File: config.mk
export PLATFORM = sky130hd
export DESIGN_NAME = page_allocator
export DESIGN_NICKNAME = d
export VERILOG_FILES = /design/src/rtl/pa_pkg.sv /design/src/rtl/page_bitmap.sv /design/src/rtl/window_probe.sv /design/src/rtl/search_ctrl.sv /design/src/rtl/page_allocator.sv
export SDC_FILE = /design/constraint.sdc
export NUM_CORES = 1
export LEC_CHECK = 0
export ABC_AREA = 1
export BUFFER_PORTS_ARGS = -buffer_cell sky130_fd_sc_hd__buf_2
export CAP_MARGIN = 20
export CORE_MARGIN = 2
export CORE_UTILIZATION = 48
export DETAILED_ROUTE_END_ITERATION = 10
export HOLD_SLACK_MARGIN = 0.08
export MAX_ROUTING_LAYER = met4
export SLEW_MARGIN = 20
export SYNTH_ARGS = -nofsm -noshare
export SYNTH_HDL_FRONTEND = slang
export SYNTH_HIERARCHICAL = 1
export SYNTH_SLANG_ARGS = --single-unit
File: constraint.sdc
create_clock -name clk -period 4.82 [get_ports clk]
set_input_delay 0.482 -clock clk [delete_from_list [all_inputs] [get_ports clk]]
set_output_delay 0.482 -clock clk [all_outputs]
set_load 0.01 [all_outputs]
File: src/rtl/pa_pkg.sv
package pa_pkg;

  typedef enum logic {
    ST_IDLE   = 1'b0,
    ST_SEARCH = 1'b1
  } pa_state_e;

  // Pages covered by a 2-bit size code.
  function automatic int run_len(input logic [1:0] code);
    return 1 << code;
  endfunction

  // True when page idx lies inside the run [base, base+len).
  function automatic logic covers(input int idx, input int base, input int len);
    return (idx >= base) && (idx < base + len);
  endfunction

endpackage

File: src/rtl/page_bitmap.sv
module page_bitmap
  import pa_pkg::*;
#(
  parameter int NUM_PAGES  = 128,
  parameter int RESV_PAGES = 4,
  parameter int CW         = 8
) (
  input  logic                 clk,
  input  logic                 rst_n,
  input  logic                 set_en,
  input  logic [CW-1:0]        set_base,
  input  logic [1:0]           set_code,
  input  logic                 clr_en,
  input  logic [CW-1:0]        clr_base,
  input  logic [1:0]           clr_code,
  output logic [NUM_PAGES-1:0] used
);

  for (genvar g = 0; g < NUM_PAGES; g++) begin : g_page
    if (g < RESV_PAGES) begin : g_resv
      assign used[g] = 1'b1;
    end else begin : g_free
      logic bit_q;
      logic hit_set, hit_clr;
      assign hit_set = set_en && covers(g, int'(set_base), run_len(set_code));
      assign hit_clr = clr_en && covers(g, int'(clr_base), run_len(clr_code));
      always_ff @(posedge clk or negedge rst_n) begin
        if (!rst_n)       bit_q <= 1'b0;
        else if (hit_set) bit_q <= 1'b1;
        else if (hit_clr) bit_q <= 1'b0;
      end
      assign used[g] = bit_q;
    end
  end

endmodule

File: src/rtl/window_probe.sv
module window_probe
  import pa_pkg::*;
#(
  parameter int NUM_PAGES = 128,
  parameter int CW        = 8
) (
  input  logic [NUM_PAGES-1:0] used,
  input  logic [CW-1:0]        cand,
  input  logic [1:0]           code,
  output logic                 conflict,
  output logic                 beyond
);

  logic [NUM_PAGES-1:0] hit;

  for (genvar g = 0; g < NUM_PAGES; g++) begin : g_hit
    assign hit[g] = used[g] && covers(g, int'(cand), run_len(code));
  end

  assign conflict = |hit;
  assign beyond   = (int'(cand) + run_len(code)) > NUM_PAGES;

endmodule

File: src/rtl/search_ctrl.sv
module search_ctrl
  import pa_pkg::*;
#(
  parameter int PW = 7,
  parameter int CW = 8
) (
  input  logic          clk,
  input  logic          rst_n,
  input  logic          req_valid,
  input  logic          req_free,
  input  logic [1:0]    req_size,
  input  logic [PW-1:0] req_start,
  input  logic          conflict,
  input  logic          beyond,
  output logic [CW-1:0] cand,
  output logic [1:0]    cur_code,
  output logic          last_free,
  output logic          busy,
  output logic          ev_hit,
  output logic          ev_miss,
  output logic          ev_free,
  output logic [CW-1:0] clr_base,
  output logic          done,
  output logic          done_fail,
  output logic [PW-1:0] done_page
);

  pa_state_e state;
  logic      accept;

  assign accept   = (state == ST_IDLE) && req_valid;
  assign ev_free  = accept && req_free;
  assign ev_hit   = (state == ST_SEARCH) && !beyond && !conflict;
  assign ev_miss  = (state == ST_SEARCH) && beyond;
  assign busy     = (state == ST_SEARCH);
  assign clr_base = {1'b0, req_start};

  always_ff @(posedge clk or negedge rst_n) begin
    if (!rst_n) begin
      state     <= ST_IDLE;
      cand      <= '0;
      cur_code  <= 2'd0;
      last_free <= 1'b0;
      done      <= 1'b0;
      done_fail <= 1'b0;
      done_page <= '0;
    end else begin
      done      <= ev_hit || ev_miss || ev_free;
      done_fail <= ev_miss;
      if (accept) begin
        cur_code  <= req_size;
        last_free <= req_free;
        cand      <= '0;
        if (!req_free) state <= ST_SEARCH;
        else           done_page <= req_start;
      end else if (state == ST_SEARCH) begin
        if (ev_hit) begin
          state     <= ST_IDLE;
          done_page <= cand[PW-1:0];
        end else if (ev_miss) begin
          state     <= ST_IDLE;
          done_page <= '0;
        end else begin
          cand <= cand + CW'(1);
        end
      end
    end
  end

endmodule

File: src/rtl/page_allocator.sv
module page_allocator
  import pa_pkg::*;
#(
  parameter int NUM_PAGES  = 128,
  parameter int RESV_PAGES = 4,
  localparam int PW        = $clog2(NUM_PAGES),
  localparam int CW        = PW + 1
) (
  input  logic          clk,
  input  logic          rst_n,
  input  logic          req_valid,
  input  logic          req_free,
  input  logic [1:0]    req_size,
  input  logic [PW-1:0] req_start,
  output logic          busy,
  output logic          done,
  output logic          done_fail,
  output logic [PW-1:0] done_page
);

  logic [NUM_PAGES-1:0] used;
  logic [CW-1:0]        cand;
  logic [CW-1:0]        clr_base;
  logic [1:0]           cur_code;
  logic                 last_free;
  logic                 conflict, beyond;
  logic                 ev_hit, ev_miss, ev_free;

  search_ctrl #(.PW(PW), .CW(CW)) u_ctrl (
    .clk       (clk),
    .rst_n     (rst_n),
    .req_valid (req_valid),
    .req_free  (req_free),
    .req_size  (req_size),
    .req_start (req_start),
    .conflict  (conflict),
    .beyond    (beyond),
    .cand      (cand),
    .cur_code  (cur_code),
    .last_free (last_free),
    .busy      (busy),
    .ev_hit    (ev_hit),
    .ev_miss   (ev_miss),
    .ev_free   (ev_free),
    .clr_base  (clr_base),
    .done      (done),
    .done_fail (done_fail),
    .done_page (done_page)
  );

  window_probe #(.NUM_PAGES(NUM_PAGES), .CW(CW)) u_probe (
    .used     (used),
    .cand     (cand),
    .code     (cur_code),
    .conflict (conflict),
    .beyond   (beyond)
  );

  page_bitmap #(.NUM_PAGES(NUM_PAGES), .RESV_PAGES(RESV_PAGES), .CW(CW)) u_map (
    .clk      (clk),
    .rst_n    (rst_n),
    .set_en   (ev_hit),
    .set_base (cand),
    .set_code (cur_code),
    .clr_en   (ev_free),
    .clr_base (clr_base),
    .clr_code (req_size),
    .used     (used)
  );

endmodule

==> impl_metrics.toml <==
[grt]
grt-ovfl-total = 0
grt_pass1_vias = 18700
grt_first_pass_wirelength_um = 127000
met1_usage_pct = 58.8
busiest_layer = "met2"
grtUsageMet2_pct = 72.2
grt_max_degree = 103
met3_usage_pct = 19.4
antenna_found_initial = 2
grt.total_usage_pct = 51.0

[die]
coreArea_mm2 = 0.0333
start_util_pct = 48.4
die_w_um = 187
rows = 67
ios = 23
dieHeight_um = 187
die-area_mm2 = 0.0350

[detailed_routing]
ant_nets = 0
viasPerCell = 6.49
drcViolationCount = 0
drt_first_iter_violations = 3624
drt-total-wl_um = 88500
wl_per_cell_um = 28.1
vias = 20400
drt_pass1_iterations = 7

[clock_network]
cts_sinks = 144
clk_pin_slew_ps = 60
h-tree-depth = 4
cts_buffers = 17
clk_latency_ps = 450
cts_buffer_depth = 2
cts_tree = "built"
root_buffer = "clkbuf_16"

[sta]
slew_headroom_pct = 13.8
fin_skew_ps = 13.5
fin_ws_ps = 190
clock.fmax_mhz = 216
rsz0062_at_grt = "true"
finalCritPeriodShare_pct = 96.1
report.final.slew_viol_count = 0
hold_viol_final = 0
tightestPinTransition_ps = 1290
setup_violations = 0
layout_min_cycle_time_ps = 4630

[pwr]
switchingPower_mw = 5.29
switching_share_pct = 57.9
p_int_mw = 3.85
leakagePower_nw = 8.58
power_frac_clock_pct = 13.7
combPwrFrac_pct = 63.0
power_frac_seq_pct = 23.3
vdd_ir_drop_max_v = 0.000417
power.density_mw_per_mm2 = 553

[place]
place_area_mm2 = 0.0159
dp_hpwl_um = 68000
place_congestion = 1.20
port_buffers = 22
dp.cells = 3111
pre_cts_ws_ps = 75.3

[status]
status = "finished, final reports clean"

[layout]
area_delta_synth_final_pct = 2.60
fill_cells = 3636
finalNetCount = 2715
final-instance-count-excl-fill = 3146
drive_gt1_share_pct = 8.91
final_cell_area_mm2 = 0.0165

[run]
drv_cap = 0

[yosys]
syn_area_mm2 = 0.0161
syn_inst = 2802
syn_avg_cell_area_um2 = 5.74
ys_warn_count = 6

[critical_path]
cp-start-kind = "flip-flop"
worstPathMaxFanout = 23
critical_path_class = "reg -> reg"
crit_arrival_ps = 4950
worstPathRequired_ps = 5140
end_kind = "flip-flop"

[min_path]
hold_path.class = "in -> reg"
-- power groups by stage --
| stage | Sequential (mW) | Combinational [mW] | Clock (mW) |
|---|---|---|---|
| after floorplan | 1.85 | 3.56 | 0 |
| after global placement | 2.06 | 5.27 | 0 |
| after detailed placement | 2.07 | 5.28 | 0 |
| after CTS | 2.05 | 5.31 | 1.25 |
| after global routing | 2.11 | 6.00 | 1.29 |
| final | 2.13 | 5.75 | 1.25 |
-- final cells by class --
cell class                      instances  area, µm²  area share, %
Clock buffer                           22        464           2.81
Tap cell                              448        561           3.39
Sequential cell                       144       3600           21.8
Timing Repair Buffer                  103        820           4.96
Antenna cell                            3       7.51         0.0455
Inverter                              248        937           5.68
Timing Repair inverter                  1       7.51         0.0455
Clock inverter                          6       62.6          0.379
Multi-Input combinational cell       2171      10100           60.9
-- per-stage QoR --
step	utilization [%]	hold WS (ps)	setup TNS (ps)	power [mW]
2_1_floorplan	-	186	0	5.41
3_3_place_gp	47.7	462	0	7.33
3_5_place_dp	47.7	468	0	7.35
4_1_cts	49.3	208	0	8.61
5_1_grt	49.6	385	-754	9.40
6_report	49.6	382	0	9.13
-- path summary, 6_finish.rpt --
path	start	end	slack, ps	cells after the start
worst max-delay path	u_ctrl/cand[6]	u_map/g_page[55].g_free.bit_q	190	25
worst min-delay path	req_size[0]	u_ctrl/cur_code[0]	380	3
worst min register to register	u_map/g_page[67].g_free.bit_q	u_map/g_page[67].g_free.bit_q	480	2
max in group asynchronous	rst_n	u_map/g_page[84].g_free.bit_q	3000	4
worst max register to register	u_ctrl/cand[6]	u_map/g_page[55].g_free.bit_q	190	25
min in group asynchronous	rst_n	u_map/g_page[61].g_free.bit_q	470	2
-- timing repair --
action / CTS / global route
endpoints found under the setup margin: 0 / 98
setup buffers: 0 / 1
gates resized for setup: 0 / 25
hold endpoints to repair: 0 / 24
hold buffers: 0 / 1
-- routing by layer --
layer | routed length (µm) | vias to the layer above
met5 | 0 | -
met4 | 8340 | 0
met3 | 14200 | 547
met2 | 35800 | 1843
met1 | 30200 | 9354
li1 | - | 8679
-- cell usage in the layout, fill, tap and decap left out, types with 7 or more instances in the layout --
cell type / n
o211ai_1: 9
o21a_1: 7
nor2_1: 256
buf_4: 72
o21ai_1: 20
dfrtp_1: 144
inv_2: 19
nand2_2: 29
o21ai_0: 176
a21oi_1: 152
nand2_1: 966
inv_1: 222
a31oi_1: 7
o211a_1: 13
nand2_4: 7
nand4_1: 11
nor3_1: 14
a21boi_0: 22
nand3_1: 379
nand3_2: 7
clkbuf_16: 17
nor2_2: 21
nor2_4: 16
ha_1: 13
buf_2: 22
a211oi_1: 9
-- worst max-delay path, cell delays in order (launching register included) --
cell,delay [ps]
dfrtp_1,580
inv_1,130
nor2_1,380
nand3_1,280
nand2_1,370
inv_2,220
a21boi_0,350
o21ai_1,160
nand2_1,90
nor2_1,50
nand3_1,100
nand2_1,100
nand2_1,80
nor2_1,50
nand2_1,100
inv_1,70
nand3_2,90
inv_2,70
inv_1,120
nor2_4,50
inv_1,80
buf_4,290
a21oi_1,80
o21ai_0,320
buf_4,210
nand2_1,60
-- registers in the layout (all words and copies together), names as in the netlist --
| register | flops |
|---|---|
| u_map/g_page.g_free.bit_q | 124 |
| u_ctrl/cand | 8 |
| u_ctrl/done_page | 7 |
| u_ctrl/cur_code | 2 |
| u_ctrl/busy | 1 |
| u_ctrl/done | 1 |
| u_ctrl/done_fail | 1 |
(Power assumes the default switching activity.)
